**src/rtl/ptlb_pkg.sv**
```systemverilog
package ptlb_pkg;
    localparam int TLB_N   = 16;
    localparam int TLB_RSV = 2;
    localparam int VPN_W   = 20;
    localparam int PFN_W   = 18;
    localparam int PID_W   = 8;
    localparam int OFS_W   = 12;
    localparam int IDX_W   = $clog2(TLB_N);
    localparam int VA_W    = VPN_W + OFS_W;
    localparam int PA_W    = PFN_W + OFS_W;

    typedef struct packed {
        logic rd;
        logic wr;
        logic usr;
    } perm_t;

    typedef struct packed {
        logic             vld;
        logic             dirty;
        logic [PID_W-1:0] pid;
        logic [VPN_W-1:0] vpn;
        logic [PFN_W-1:0] pfn;
        perm_t            perm;
    } ent_t;

    // Permission test for one access against one entry
    function automatic logic access_ok(perm_t p, logic is_store, logic user_mode);
        return (!user_mode || p.usr) && (is_store ? p.wr : p.rd);
    endfunction

    // Lowest set bit of an entry vector
    function automatic logic [IDX_W-1:0] lowest_set(logic [TLB_N-1:0] v);
        logic [IDX_W-1:0] r;
        r = '0;
        for (int i = TLB_N - 1; i >= 0; i--)
            if (v[i]) r = IDX_W'(i);
        return r;
    endfunction
endpackage

```
**src/rtl/ptlb_cam.sv**
```systemverilog
module ptlb_cam #(
    parameter int N  = 16,
    parameter int VW = 20,
    parameter int PW = 8
) (
    input  logic [N-1:0]  vld,
    input  logic [VW-1:0] tag_vpn [N],
    input  logic [PW-1:0] tag_pid [N],
    input  logic [VW-1:0] key_vpn,
    input  logic [PW-1:0] key_pid,
    output logic [N-1:0]  match
);
    for (genvar g = 0; g < N; g++) begin : g_cmp
        assign match[g] = vld[g] && (tag_vpn[g] == key_vpn) && (tag_pid[g] == key_pid);
    end
endmodule

```
**src/rtl/ptlb_victim.sv**
```systemverilog
module ptlb_victim #(
    parameter int N   = 16,
    parameter int RSV = 2,
    parameter int IW  = $clog2(N)
) (
    input  logic [N-1:0]  vld,
    input  logic [N-1:0]  same,
    input  logic [IW-1:0] mru,
    input  logic          sup,
    output logic [IW-1:0] vic
);
    logic [N-1:0] rmask, mru_oh, c_same, c_free, c_old;

    for (genvar g = 0; g < N; g++) begin : g_reg
        localparam logic IN_RSV = (g < RSV);
        assign rmask[g] = sup ? IN_RSV : !IN_RSV;
    end

    function automatic logic [IW-1:0] first(logic [N-1:0] v);
        logic [IW-1:0] r;
        r = '0;
        for (int i = N - 1; i >= 0; i--)
            if (v[i]) r = IW'(i);
        return r;
    endfunction

    assign mru_oh = {{(N-1){1'b0}}, 1'b1} << mru;
    assign c_same = same & rmask;
    assign c_free = ~vld & rmask;
    assign c_old  = rmask & ~mru_oh;

    always_comb begin
        if (|c_same)      vic = first(c_same);
        else if (|c_free) vic = first(c_free);
        else if (|c_old)  vic = first(c_old);
        else              vic = first(rmask);
    end
endmodule

```
**src/rtl/ptlb_top.sv**
```systemverilog
module ptlb_top
    import ptlb_pkg::*;
(
    input  logic             clk,
    input  logic             rst,
    input  logic             pid_we,
    input  logic [PID_W-1:0] pid_wdata,
    input  logic             lk_req,
    input  logic [VA_W-1:0]  lk_vaddr,
    input  logic             lk_store,
    input  logic             lk_user,
    input  logic             fl_en,
    input  logic             fl_sup,
    input  logic [VPN_W-1:0] fl_vpn,
    input  logic [PID_W-1:0] fl_pid,
    input  logic [PFN_W-1:0] fl_pfn,
    input  logic             fl_pte_vld,
    input  logic             fl_perm_rd,
    input  logic             fl_perm_wr,
    input  logic             fl_perm_usr,
    input  logic             inv_all,
    input  logic             inv_pid_en,
    input  logic [PID_W-1:0] inv_pid,
    output logic             lk_hit,
    output logic             lk_miss,
    output logic             lk_viol,
    output logic [PA_W-1:0]  lk_paddr,
    output logic             wb_dirty,
    output logic [VPN_W-1:0] wb_vpn,
    output logic [PID_W-1:0] wb_pid,
    output logic             fl_fault
);
    ent_t             ents [TLB_N];
    logic [PID_W-1:0] pid_q;
    logic [IDX_W-1:0] mru_q;

    logic [TLB_N-1:0] ent_vld;
    logic [VPN_W-1:0] ent_vpn [TLB_N];
    logic [PID_W-1:0] ent_pid [TLB_N];

    for (genvar g = 0; g < TLB_N; g++) begin : g_flat
        assign ent_vld[g] = ents[g].vld;
        assign ent_vpn[g] = ents[g].vpn;
        assign ent_pid[g] = ents[g].pid;
    end

    // Lookup side
    logic [TLB_N-1:0] lk_match;
    logic [IDX_W-1:0] lk_idx;
    ent_t             lk_ent;
    logic             lk_any;

    ptlb_cam #(.N(TLB_N), .VW(VPN_W), .PW(PID_W)) u_lk_cam (
        .vld     (ent_vld),
        .tag_vpn (ent_vpn),
        .tag_pid (ent_pid),
        .key_vpn (lk_vaddr[VA_W-1:OFS_W]),
        .key_pid (pid_q),
        .match   (lk_match)
    );

    assign lk_any = |lk_match;
    assign lk_idx = lowest_set(lk_match);
    assign lk_ent = ents[lk_idx];

    // Fill side
    logic [TLB_N-1:0] fl_match;
    logic [IDX_W-1:0] fl_vic;
    ent_t             fl_ent;

    ptlb_cam #(.N(TLB_N), .VW(VPN_W), .PW(PID_W)) u_fl_cam (
        .vld     (ent_vld),
        .tag_vpn (ent_vpn),
        .tag_pid (ent_pid),
        .key_vpn (fl_vpn),
        .key_pid (fl_pid),
        .match   (fl_match)
    );

    ptlb_victim #(.N(TLB_N), .RSV(TLB_RSV), .IW(IDX_W)) u_victim (
        .vld  (ent_vld),
        .same (fl_match),
        .mru  (mru_q),
        .sup  (fl_sup),
        .vic  (fl_vic)
    );

    always_comb begin
        fl_ent          = '0;
        fl_ent.vld      = 1'b1;
        fl_ent.pid      = fl_pid;
        fl_ent.vpn      = fl_vpn;
        fl_ent.pfn      = fl_pfn;
        fl_ent.perm.rd  = fl_perm_rd;
        fl_ent.perm.wr  = fl_perm_wr;
        fl_ent.perm.usr = fl_perm_usr;
    end

    always_ff @(posedge clk) begin
        if (rst) begin
            for (int i = 0; i < TLB_N; i++) ents[i] <= '0;
            pid_q    <= '0;
            mru_q    <= '0;
            lk_hit   <= 1'b0;
            lk_miss  <= 1'b0;
            lk_viol  <= 1'b0;
            lk_paddr <= '0;
            wb_dirty <= 1'b0;
            wb_vpn   <= '0;
            wb_pid   <= '0;
            fl_fault <= 1'b0;
        end else begin
            lk_hit   <= 1'b0;
            lk_miss  <= 1'b0;
            lk_viol  <= 1'b0;
            lk_paddr <= '0;
            wb_dirty <= 1'b0;
            fl_fault <= 1'b0;

            if (pid_we) pid_q <= pid_wdata;

            if (lk_req) begin
                if (!lk_any) begin
                    lk_miss <= 1'b1;
                end else if (!access_ok(lk_ent.perm, lk_store, lk_user)) begin
                    lk_viol <= 1'b1;
                end else begin
                    lk_hit   <= 1'b1;
                    lk_paddr <= {lk_ent.pfn, lk_vaddr[OFS_W-1:0]};
                    mru_q    <= lk_idx;
                    if (lk_store) begin
                        ents[lk_idx].dirty <= 1'b1;
                        if (!lk_ent.dirty) begin
                            wb_dirty <= 1'b1;
                            wb_vpn   <= lk_ent.vpn;
                            wb_pid   <= lk_ent.pid;
                        end
                    end
                end
            end

            if (fl_en) begin
                if (!fl_pte_vld) begin
                    fl_fault <= 1'b1;
                end else begin
                    ents[fl_vic] <= fl_ent;
                    mru_q        <= fl_vic;
                end
            end

            if (inv_all)
                for (int i = TLB_RSV; i < TLB_N; i++) ents[i].vld <= 1'b0;

            if (inv_pid_en)
                for (int i = 0; i < TLB_N; i++)
                    if (ents[i].pid == inv_pid) ents[i].vld <= 1'b0;
        end
    end
endmodule

```
**config.mk**
```make
export PLATFORM = sky130hd
export DESIGN_NAME = ptlb_top
export DESIGN_NICKNAME = d
export VERILOG_FILES = /design/src/rtl/ptlb_pkg.sv /design/src/rtl/ptlb_cam.sv /design/src/rtl/ptlb_victim.sv /design/src/rtl/ptlb_top.sv
export SDC_FILE = /design/constraint.sdc
export NUM_CORES = 2
export LEC_CHECK = 0
export ABC_AREA = 1
export ABC_CLOCK_PERIOD_IN_PS = 11200
export BUFFER_PORTS_ARGS = -buffer_cell sky130_fd_sc_hd__buf_4
export CORE_MARGIN = 5
export CORE_UTILIZATION = 35
export DETAILED_ROUTE_END_ITERATION = 8
export SYNTH_ARGS = -nofsm -noshare
export SYNTH_HDL_FRONTEND = slang
export SYNTH_SLANG_ARGS = --single-unit
```
**constraint.sdc**
```tcl
create_clock -name clk -period 11.2 [get_ports clk]
set_input_delay 1.68 -clock clk [delete_from_list [all_inputs] [get_ports clk]]
set_output_delay 1.68 -clock clk [all_outputs]
set_load 0.005 [all_outputs]
```
# Yosys cells after proc, flatten, opt, wreduce, memory -nomap -nowiden
# Memories as Yosys holds them, arrays and structs flattened.
# Cells that the tools add are included.
# word_totals
ramBits,816
inputBits,108
out_inout_bits,63
n_memories,1
regBits,75
word_cells,611
# memory_table
name,depth,word_bits,read_ports,rd_ports_with_merged_regs,wr,line,rtl
ents,16,51,17,0,18,ptlb_top.sv:33,ent_t ents [TLB_N];
# classes
n_eq_ne,110
shifts,1
bitwise,221
n_reduce_logical,77
mux,191
# ops
cell,n
equality test 20 bit,32
equality test 8 bit,48
2-to-1 mux 4 bit,72
equality test 4 bit (second input constant),30
2-to-1 mux 1 bit,117
AND 1 bit,90
inverter 1 bit,66
logical AND 1 bit,65
OR reduction 16 bit,4
AND 16 bit,3
inverter 16 bit,2
AND 1 bit (second input constant),30
OR 1 bit,30
left shift 1 x 4 -> 16 bit (first input constant),1
AND reduction 5 bit,1
OR reduction 5 bit,1
2-to-1 mux 2 bit,2
OR reduction 2 bit,2
OR reduction 4 bit,1
OR reduction 3 bit,1
zero test 1 bit,1
logical OR 1 bit,1

# Longest topological paths before layout
# depth
word_depth,55
mapped_depth,41
ltp_nobuf,37

# Modules after synthesis
# From an unflattened synthesis, not the netlist that was laid out.
# unflattened
hier_cells,8232
area_unflattened_um2,56207.7
# by_module_without_submodules
module,area_per_inst_um2,instances,cells_per_inst
ptlb_top,39052.5,1,3984
ptlb_cam,8285.4,2,2065
ptlb_victim,584.3,1,118

# Worst setup path after synthesis
# OpenSTA, ideal clock, no wires.
# synth_path
kind,input -> register
startpoint,input port fl_vpn[18]
endpoint,memory ents[13][0] in the netlist's numbering (enable)
required_time_ps,10792
arrival_ps,5451
stages,18
n_path_buf,4
slack_ps,5341
setup_time_ps,408
path_cell_list,clkbuf_1 buf_2 o22ai_1 or4_1 nor3_1 nand3_1 and2_1 nand3_1 nor3_1 nor2_1 nand2_1 nand2_1 buf_2 nand2_1 nor3_1 nand2_1 buf_2 nand2_1
# synth_lines
item,line,rtl
"start, declared",ptlb_top.sv:14,"input logic [VPN_W-1:0] fl_vpn,"
"end, declared",ptlb_top.sv:33,

# Final worst setup path
# layout_path
startpoint,input port lk_vaddr[23]
endpoint,register wb_vpn[8]
# layout_via
elab_chain_cells,23
elab_cells_between_ends,71
cone_classes,eq/ne: 16; mux: 17; bitwise: 1; reduce/logical: 36; memory: 1
# layout_lines
item,line,rtl
"start, declared",ptlb_top.sv:9,"input logic [VA_W-1:0] lk_vaddr,"
equality test 20 bit,ptlb_cam.sv:14,assign match[g] = vld[g] && (tag_vpn[g] == key_vpn) && (tag_pid[g] == key_pid);
logical AND 1 bit (2 in a row),ptlb_cam.sv:14,
2-to-1 mux 4 bit (16 in a row),ptlb_pkg.sv:37,if (v[i]) r = IDX_W'(i);
memory read (16 x 51 bit),n/a,
2-to-1 mux 1 bit / logical OR 1 bit (equally long branches),ptlb_pkg.sv:29,return (!user_mode || p.usr) && (is_store ? p.wr : p.rd);
logical AND 1 bit,ptlb_pkg.sv:29,
AND reduction 5 bit (no line),n/a,
"end signal, assigned",ptlb_top.sv:135,wb_vpn <= lk_ent.vpn;
"end, declared",ptlb_top.sv:29,"output logic [VPN_W-1:0] wb_vpn,"
# Several ways; a longest one is shown, not always the timed one.
# A chain may end at the register's enable or synchronous reset.

==> summary.md <==
| Metric | Value |
|---|---|
| P_sw | `around 2.6 mW` |
| Final Skew | `between 0.06 and 0.07 ns` |
| Synth top area share | `0.468` |
| Post-synth ARST share | `0` |
| Total power draw | `around 8.6 mW` |
| Post-synth EDFFs | `around 800` |
| Post-synth top area cell | `edfxtp_1` |
| Total Routing Usage GR | `0.443` |
| Critical Path Fanout Max | `54` |
| Initial Utilization | `0.351` |
| DIE AREA | `roughly 150000 sq um` |
| Tightest Hold Check Type | `reg2reg` |
| CTS Buf Count | `103` |
| Final hold viol count | `0` |
| P_int | `6.01 mW` |
| Initial antenna violation count | `28` |
| F_max | `~120 MHz` |
| Final period util | `0.737` |
| IO buf count | `170` |
| Core area | `about 140000 sq um` |
| CTS root buf | `clkbuf_16` |
| CTS H-tree depth | `3` |
| Final min period | `between 8 and 9 ns` |
| Num rows | `139` |
| Via count | `53500` |
| CP Launch Type | `input pin` |
| Mapped Nets | `between 5000 and 6000` |
| Commonest non-fill, non-tap cell in the layout | `nor2_1` |
| Total grt overflow | `0` |
| Status | `completed` |
| Worst EP required | `11.85 ns` |
| Routed Antenna Nets | `0` |
| Layout cells sized above 1 | `0.103` |
| Max-cap viol count | `0` |
| Crit-path slowest cell | `nor2_4` |
| Placed instance area | `approximately 53000 sq um` |
| Avg WL per Cell | `about 45 um` |
| Clk network pwr share | `0.422` |
| Comb power frac | `0.130` |
| PD cells | `~150 nW/um^2` |
| Vias in the first global route | `between 40000 and 50000` |
| Slew Limit Fails | `0` |
| Vias per std cell | `about 6.8` |
| CTS Sinks | `between 800 and 900` |
| CTS tree | `built` |
| TNS Setup | `0 ns` |
| Post CTS Setup Buffer Count | `0` |
| Ys flop type | `edfxtp_1` |
| Filler cells | `between 10000 and 15000` |
| Largest net degree at the start of global routing | `slightly below 60` |
| Most frequent cells in the layout | `nor2_1 (1133), edfxtp_1 (784), nand2_1 (765), o22ai_1 (660), inv_1 (505)` |
| Static Leak | `21.7 nW` |
| Die width | `between 300 and 400 um` |
| Arrival time at the worst endpoint | `between 8 and 9 ns` |
| # hold bufs at CTS | `0` |
| Clk Latency, worst-skew pair | `roughly 0.8 ns` |
| 1st-pass router iterations | `9` |
| # nets final | `5943` |
| CP Capture Type | `register` |
| Synth top area cells | `edfxtp_1 (47%), nor2_1 (8.5%), o22ai_1 (8.2%), nand2_1 (5.9%), dfxtp_1 (4.3%)` |
| Max clock buf depth | `3` |
| Yosys warning total | `0` |
| Switching power share of the total | `0.299` |
| Yosys reg bits | `around 890` |
| Seq/Total Area, Yosys | `0.510` |
| WS Path Type | `in2reg` |
| Ports | `~170` |
| RSZ-0062 raised after global routing | `no` |
| Highest Signal Layer | `met5` |
| CP max stage delay | `slightly above 1 ns` |
| Worst-margin pin slew | `1.42 ns` |
| VDD IR max | `about 0.18 mV` |
| Wire length on met1 | `about 130000 um` |
| First-iteration detailed-routing DRC count | `9871` |
| Die H | `roughly 400 um` |
| Clock-pin slew on the worst setup and hold paths | `0.06 ns` |
| Setup-failing EPs final | `0` |
| Slew HR | `0.0502` |
| Flop pwr share | `0.447` |
| Netlist cell types | `53` |
| Synthesized instance count | `approximately 6000` |
| Final Cell Area | `between 50000 and 60000 sq um` |
| Area delta synth->final | `13.2%` |
| Cell area after synthesis | `about 50000 sq um` |
| Worst path most repeated cell | `nand2_1` |
| Global-route wire length before repair | `~460000 um` |
| DRT Wirelength | `around 350000 um` |
| HPWL after DPL | `between 200000 and 250000 um` |
| Post-CTS resize count | `0` |
| Hold Slack | `between 0.4 and 0.5 ns` |
| Routed met2 length | `roughly 140000 um` |
| DR DRC count | `0` |
| Met3 Routed Length | `around 47000 um` |
| RePlAce Congestion | `between 1 and 1.5` |
| Synthesized area per cell | `8.60 sq um` |
==> through the flow <==
stage	util	setup WS, ns	instances
global route	0.397	2.81	7829
detailed placement	0.372	2.54	7633
global placement	0.372	2.39	7632
CTS	0.397	3.31	7828
floorplan	-	5.34	5853
finish	0.398	2.95	7850
==> logic make-up after synthesis <==
logic type                Yosys count  share of synthesized area
xor gates and xnor gates          230                     0.0400
buffers and inverters            1019                     0.0843
AOI/OAI and AO/OA                1242                      0.159
and+or+nand+nor                  2471                      0.207
DFF                               891                      0.510
==> worst paths after layout <==
kind / from / endpoint / slack [ns] / depth (start not counted)
max reg2reg: pid_q[2]$_SDFFE_PP0P_ / wb_vpn[8]$_SDFFE_PP0P_ / 3.44 / 36
max: lk_vaddr[23] / wb_vpn[8]$_SDFFE_PP0P_ / 2.95 / 38
min: ents[14][49]$_SDFF_PP0_ / ents[14][49]$_SDFF_PP0_ / 0.48 / 2
min reg2reg: ents[14][49]$_SDFF_PP0_ / ents[14][49]$_SDFF_PP0_ / 0.48 / 2
==> routing by layer <==
metal  vias up  GRT usage
met4         6      0.335
met5         -    0.00670
met2      5137      0.624
met3      1494      0.155
li1      20600          -
met1     26300      0.557
==> synthesized netlist by cell type, types with 2 or more instances <==
cell type	instances
a2111oi_0	6
a211oi_1	10
a21oi_1	67
a21oi_2	9
a221oi_1	92
a22o_1	3
a22oi_1	65
a31oi_1	58
and2_1	8
and3_1	3
buf_1	33
buf_12	2
buf_2	138
buf_4	37
buf_6	9
clkbuf_1	239
clkinv_1	18
clkinv_2	2
dfxtp_1	107
edfxtp_1	784
inv_1	510
inv_2	30
nand2_1	793
nand2_2	2
nand3_1	231
nand3_2	12
nand3_4	2
nand3b_1	11
nand4_1	95
nor2_1	1137
nor2_2	2
nor2_4	3
nor3_1	45
nor4_1	103
o2111ai_1	42
o211ai_1	10
o21ai_0	176
o21ai_1	24
o221ai_1	12
o22ai_1	660
o41ai_1	4
or2_2	3
or4_1	18
xnor2_1	125
xor2_1	105
==> registers in the layout, indices dropped and copies added, names as in the netlist <==
signal    count
lk_paddr     30
ents        816
lk_viol       1
pid_q         8
lk_hit        1
lk_miss       1
wb_vpn       20
wb_pid        8
mru_q         4
wb_dirty      1
fl_fault      1
==> layout make-up <==
cell class                      instances  area (sq um)  share of cell area
Clock inverter                         64           840              0.0147
Antenna cell                           22          55.1            0.000966
Sequential cell                       891         25700               0.451
Tap cell                             1903          2380              0.0418
Clock buffer                          131          2750              0.0483
Multi-Input combinational cell       3943         20600               0.362
Timing Repair Buffer                  335          2540              0.0446
Inverter                              561          2120              0.0371
==> power groups by stage <==
stage | Combinational (mW) | Sequential (mW) | Clock (mW)
floorplan | 0.492 | 3.84 | 0
global placement | 1.03 | 3.89 | 0
detailed placement | 1.02 | 3.89 | 0
CTS | 1.03 | 3.82 | 3.64
global route | 1.08 | 3.83 | 3.77
finish | 1.12 | 3.83 | 3.62
==> critical path, delay by kind of cell <==
| family | cells | cell delay [ns] |
|---|---|---|
| AND/OR/NAND/NOR | 33 | 4.57 |
| buffers and inverters | 4 | 2.43 |
| AO/OA/AOI/OAI | 1 | 0.09 |
No activity file was read; power rests on OpenSTA's default activity.
